### src/rtl/sreg_pkg.sv
`timescale 1ns/1ps
package sreg_pkg;
  // Defaults shared by the chain and its cells.
  localparam int unsigned SREG_WIDTH_DEF = 8;
  localparam int unsigned SREG_DEVS_DEF  = 2;
  // Flops in each reset release synchronizer.
  localparam int unsigned SREG_SYNC_DEPTH = 2;
endpackage

### src/rtl/sreg_rst_sync.sv
`timescale 1ns/1ps
module sreg_rst_sync #(
  parameter int unsigned DEPTH = sreg_pkg::SREG_SYNC_DEPTH
) (
  input  logic clk,
  input  logic arst_n,
  output logic srst_n
);
  logic [DEPTH-1:0] sync_q;
  logic [DEPTH-1:0] sync_d;

  always_comb begin
    sync_d = {sync_q[DEPTH-2:0], 1'b1};
  end

  always_ff @(posedge clk or negedge arst_n) begin
    if (!arst_n) sync_q <= '0;
    else         sync_q <= sync_d;
  end

  assign srst_n = sync_q[DEPTH-1];
endmodule

### src/rtl/sreg_shift_stage.sv
`timescale 1ns/1ps
module sreg_shift_stage #(
  parameter int unsigned WIDTH = sreg_pkg::SREG_WIDTH_DEF
) (
  input  logic             clk,
  input  logic             rst_n,
  input  logic             shift_en,
  input  logic             din,
  output logic [WIDTH-1:0] sr_o
);
  logic [WIDTH-1:0] sr_q;
  logic [WIDTH-1:0] sr_d;

  always_comb begin
    sr_d = sr_q;
    if (shift_en) sr_d = {sr_q[WIDTH-2:0], din};
  end

  always_ff @(posedge clk or negedge rst_n) begin
    if (!rst_n) sr_q <= '0;
    else        sr_q <= sr_d;
  end

  assign sr_o = sr_q;


  shift_move_chk: assert property (@(posedge clk) disable iff (!rst_n)
    shift_en |=> (sr_q == {$past(sr_q[WIDTH-2:0]), $past(din)}));


  shift_hold_chk: assert property (@(posedge clk) disable iff (!rst_n)
    !shift_en |=> $stable(sr_q));


  shift_clear_chk: assert property (@(posedge clk)
    !rst_n |-> (sr_q == '0));
endmodule

### src/rtl/sreg_store_stage.sv
`timescale 1ns/1ps
module sreg_store_stage #(
  parameter int unsigned WIDTH = sreg_pkg::SREG_WIDTH_DEF
) (
  input  logic             clk,
  input  logic             rst_n,
  input  logic             latch_en,
  input  logic [WIDTH-1:0] sr_i,
  output logic [WIDTH-1:0] q_o
);
  logic [WIDTH-1:0] st_q;
  logic [WIDTH-1:0] st_d;

  always_comb begin
    st_d = st_q;
    if (latch_en) st_d = sr_i;
  end

  always_ff @(posedge clk or negedge rst_n) begin
    if (!rst_n) st_q <= '0;
    else        st_q <= st_d;
  end

  assign q_o = st_q;


  store_copy_chk: assert property (@(posedge clk) disable iff (!rst_n)
    latch_en |=> (st_q == $past(sr_i)));


  store_hold_chk: assert property (@(posedge clk) disable iff (!rst_n)
    !latch_en |=> $stable(st_q));


  store_reset_chk: assert property (@(posedge clk)
    !rst_n |-> (st_q == '0));
endmodule

### src/rtl/sreg_cell.sv
`timescale 1ns/1ps
module sreg_cell #(
  parameter int unsigned WIDTH = sreg_pkg::SREG_WIDTH_DEF
) (
  input  logic             clk,
  input  logic             sr_rst_n,
  input  logic             st_rst_n,
  input  logic             shift_en,
  input  logic             latch_en,
  input  logic             din,
  input  logic             oe_n,
  output logic [WIDTH-1:0] par_q,
  output logic [WIDTH-1:0] par_oe,
  output logic             dout
);
  logic [WIDTH-1:0] sr_bits;

  sreg_shift_stage #(.WIDTH(WIDTH)) shift_i (
    .clk      (clk),
    .rst_n    (sr_rst_n),
    .shift_en (shift_en),
    .din      (din),
    .sr_o     (sr_bits)
  );

  sreg_store_stage #(.WIDTH(WIDTH)) store_i (
    .clk      (clk),
    .rst_n    (st_rst_n),
    .latch_en (latch_en),
    .sr_i     (sr_bits),
    .q_o      (par_q)
  );

  assign par_oe = {WIDTH{~oe_n}};
  assign dout   = sr_bits[WIDTH-1];
endmodule

### src/rtl/sreg_chain.sv
`timescale 1ns/1ps
module sreg_chain #(
  parameter int unsigned WIDTH   = sreg_pkg::SREG_WIDTH_DEF,
  parameter int unsigned NUM_DEV = sreg_pkg::SREG_DEVS_DEF
) (
  input  logic                       clk,
  input  logic                       rst_n,
  input  logic                       ser_in,
  input  logic                       shift_en,
  input  logic                       latch_en,
  input  logic                       sr_clr_n,
  input  logic                       oe_n,
  output logic [NUM_DEV*WIDTH-1:0]   par_q,
  output logic [NUM_DEV*WIDTH-1:0]   par_oe,
  output logic                       ser_out
);
  localparam int unsigned TOTAL = NUM_DEV * WIDTH;

  logic sr_arst_n;
  logic sr_rst_n;
  logic st_rst_n;
  logic [NUM_DEV:0] link;

  assign sr_arst_n = rst_n & sr_clr_n;

  sreg_rst_sync sr_sync_i (
    .clk    (clk),
    .arst_n (sr_arst_n),
    .srst_n (sr_rst_n)
  );

  sreg_rst_sync st_sync_i (
    .clk    (clk),
    .arst_n (rst_n),
    .srst_n (st_rst_n)
  );

  assign link[0] = ser_in;

  for (genvar k = 0; k < NUM_DEV; k++) begin : g_dev
    sreg_cell #(.WIDTH(WIDTH)) cell_i (
      .clk      (clk),
      .sr_rst_n (sr_rst_n),
      .st_rst_n (st_rst_n),
      .shift_en (shift_en),
      .latch_en (latch_en),
      .din      (link[k]),
      .oe_n     (oe_n),
      .par_q    (par_q[k*WIDTH +: WIDTH]),
      .par_oe   (par_oe[k*WIDTH +: WIDTH]),
      .dout     (link[k+1])
    );
  end

  assign ser_out = link[NUM_DEV];


  oe_polarity_chk: assert property (@(posedge clk)
    (oe_n |-> (par_oe == '0)) and (!oe_n |-> (par_oe == {TOTAL{1'b1}})));
endmodule

### config.mk
export PLATFORM = sky130hd
export DESIGN_NAME = sreg_chain
export DESIGN_NICKNAME = d
export VERILOG_FILES = /design/src/rtl/sreg_pkg.sv /design/src/rtl/sreg_rst_sync.sv /design/src/rtl/sreg_shift_stage.sv /design/src/rtl/sreg_store_stage.sv /design/src/rtl/sreg_cell.sv /design/src/rtl/sreg_chain.sv
export SDC_FILE = /design/constraint.sdc
export NUM_CORES = 1
export LEC_CHECK = 0
export BUFFER_PORTS_ARGS = -buffer_cell sky130_fd_sc_hd__buf_2
export CORE_MARGIN = 4
export CORE_UTILIZATION = 30
export CTS_CLUSTER_DIAMETER = 50
export CTS_CLUSTER_SIZE = 20
export DETAILED_ROUTE_END_ITERATION = 10
export PLACE_DENSITY = 0.48
export RECOVER_POWER = 25
export REMOVE_ABC_BUFFERS = 1
export SYNTH_ARGS = -nofsm -noshare
export SYNTH_HDL_FRONTEND = slang
export SYNTH_SLANG_ARGS = --single-unit
### constraint.sdc
create_clock -name clk -period 0.8 [get_ports clk]
set_clock_uncertainty 0.05 [all_clocks]
set_input_delay 0.04 -clock clk [delete_from_list [all_inputs] [get_ports clk]]
set_output_delay 0.04 -clock clk [all_outputs]
set_load 0.05 [all_outputs]
==> summary.md <==
| Metric | Value |
|---|---|
| Outcome | `complete, but fails checks` |
| Failing checks | `hold timing, setup timing` |
| PwrDens | `slightly below 4000 mW/mm^2` |
| Site row count | `25` |
| Pre-CTS setup slack | `-0.0411 ns` |
| Post-synth top area share | `0.591` |
| Setup bufs post-CTS | `0` |
| Register area share after synthesis | `0.591` |
| Die Footprint | `0.00629 sq mm` |
| RR Endpoint | `g_dev[1].cell_i.shift_i.sr_o[2]` |
| Dpl cell area | `around 0.0017 sq mm` |
| DIE HEIGHT | `79.3 um` |
| Initial Util | `0.317` |
| Distinct cell type count of the synthesized netlist | `9` |
| Longest Clk Path Bufs | `2` |
| CP max FO | `3` |
| Post-synthesis compound-gate area fraction | `0` |
| Clk_lat worst skew | `0.28 ns` |
| Post-route minimum period | `0.937 ns` |
| HP Class | `input pin to flip-flop` |
| CTS Buf Count | `5` |
| Final setup fails | `49` |
| CP bufs+invs | `1` |
| Leakage | `0.975 nW` |
| Hold Path Depth | `2` |
| Largest family of logic cells by synthesized area | `multiplexers` |
| Max Fclk | `roughly 1100 MHz` |
| DRT antenna net count | `0` |
| Final WL | `2500 um` |
| GRT Util Overall | `0.0892` |
| Synth warnings | `0` |
| Hold EP | `g_dev[0].cell_i.shift_i.sr_o[0]` |
| DR WL/cell | `around 13 um` |
| Vias in the first global route | `between 800 and 900` |
| Worst EP arrival | `0.85 ns` |
| DRC viols | `0` |
| Post-synth design cell area | `roughly 0.0015 sq mm` |
| FF+latch count, synth | `36` |
| Fin cells | `194` |
| Kind of critical path | `flip-flop to primary output` |
| Vias per cell | `4.04` |
| Xor/xnor share of the synthesized area | `0` |
| CTS tree | `done` |
| Die Span X | `79.3 um` |
| Post-synthesis mux area share | `0.285` |
| Final WS setup | `-0.137 ns` |
| Final Hold Vio Count | `1` |
| Tcrit/Tclk final | `1.17` |
| Synth Area in Simple Gates | `0.00410` |
| Kind of end point of the critical path | `primary output` |
| Via count | `784` |
| Share of cells above drive strength 1 | `0.669` |
| Critical-path cell list | `buf_6` |
| First-pass GRT wire length | `4290 um` |
| I/O Buffers | `39` |
| Clock Pin Slew Worst Setup and Hold Paths | `0.06 ns` |
| Syn avg cell area | `16.9 sq um` |
| Final instance area | `between 0.0015 and 0.002 sq mm` |
| Largest stage delay, worst path | `0.41 ns` |
| Initial drt markers | `38` |
| RR Startpoint | `g_dev[1].cell_i.shift_i.sr_o[2]` |
| Max IR drop VDD | `1580 uV` |
| Total power | `7.74 mW` |
| Max-Cap Viols | `0` |
| Core area | `0.00482 sq mm` |
| CP max stage cell | `dfrtp_1` |
| Worst reg2reg path depth | `1` |
| Synth Instances | `90` |
| Synth top area cells | `dfrtp_1, mux2_4, mux2_2` |
| Worst setup SP type | `flip-flop` |
| RSZ-0062 raised after global routing | `true` |
| Area leader, netlist | `dfrtp_1` |
| Top-Level Pins | `40` |
| CP top delay family | `flip-flops` |
| Clock Root Buffer | `clkbuf_8` |
| Drt pass-1 iters | `2` |
| Hold buffers post-CTS | `2` |
| Worst R2R Setup Slack | `-0.05 ns` |
| Area growth from synthesis to layout | `29.5%` |
| Initial antenna violation count | `0` |
| Detail Placement HPWL | `1780 um` |
| Largest net degree at the start of global routing | `17` |
| Hold path start | `ser_in` |
| Fin Hold WS | `-0.0586 ns` |
| Adder-Cell Fraction of Synth Area | `0` |
| Dpl cells | `185` |
| Fin nets | `134` |
| H-Tree Depth | `2` |
| Slew Viols, Final | `0` |
| Worst EP required | `0.71 ns` |
| Ant. Diodes | `0` |
| CTS sink cnt | `36` |
| Global route overflow | `0` |
| Placer Congestion | `0.660` |
[cell usage after synthesis, drive strengths merged]
| library cell | number |
|---|---|
| mux2 | 32 |
| inv | 1 |
| dfrtp | 36 |
| and2 | 1 |
| conb | 1 |
| buf | 19 |
[per-layer routing]
| metal | part of all wire | GRT usage | wire length, um |
|---|---|---|---|
| met5 | 0 | 0 | 0 |
| met1 | 0.45 | 0.115 | 1130 |
| met2 | 0.45 | 0.133 | 1130 |
| met4 | 0.0076 | 0.0258 | 19 |
| met3 | 0.090 | 0.0420 | 225 |
[registers in the layout, summed over array words and instances (netlist names)]
name	cells
g_dev.cell_i.shift_i.sr_o	16
g_dev.cell_i.store_i.q_o	16
sr_sync_i.sync_q	2
st_sync_i.sync_q	2
[final cells by class]
cell class,instances,area (sq um)
clock buffers,7,96.3
fillers,460,2840
inverters,1,7.51
multi-input cells,35,475
flip-flops and latches,36,901
well taps,67,83.8
repair buffers,48,410
[cell usage in the layout (no fill, tap or decap), drive strengths merged]
cell type,instances
buf,43
dfrtp,36
dlygate4sd3,2
and2,1
clkinvlp,1
mux2,32
clkbuf,10
conb,2
[cells by family (layout without fill, tap and decap cells)]
logic type             count (synthesis)  in the layout
buffers and inverters                 20             56
flip-flops                            36             36
multiplexers                          32             32
other                                  1              2
AND/OR/NAND/NOR                        1              1
[power by group]
part	switching [mW]	internal (mW)
registers	0.529	2.47
clock network	0.586	0.766
logic	1.82	1.56
total	2.94	4.80
[worst max path at each step]
stage                                     from                               to  slack, ns  cells after the start
6_report       g_dev[1].cell_i.shift_i.sr_o[7]                          ser_out      -0.14                      1
5_1_grt        g_dev[1].cell_i.shift_i.sr_o[7]                          ser_out      -0.18                      1
4_1_cts        g_dev[1].cell_i.shift_i.sr_o[7]                          ser_out      -0.15                      1
3_5_place_dp                          shift_en  g_dev[0].cell_i.shift_i.sr_o[1]      -0.04                      3
3_3_place_gp   g_dev[0].cell_i.shift_i.sr_o[6]  g_dev[0].cell_i.shift_i.sr_o[6]      -0.03                      1
2_1_floorplan                             oe_n                        par_oe[0]      -3.85                      1
[stage by stage]
| stage | setup TNS, ns | utilization |
|---|---|---|
| CTS | -3.45 | 0.409 |
| floorplan | -65.75 | - |
| detailed placement | -0.741 | 0.358 |
| finish | -3.07 | 0.410 |
| global placement | -0.473 | 0.358 |
| global route | -4.46 | 0.410 |
[repair_timing]
item	in CTS	in global routing
endpoints found under the hold margin	5	1
gates resized for setup	40	3
endpoints found under the setup margin	49	65
No activity file was read; power rests on OpenSTA's default activity.
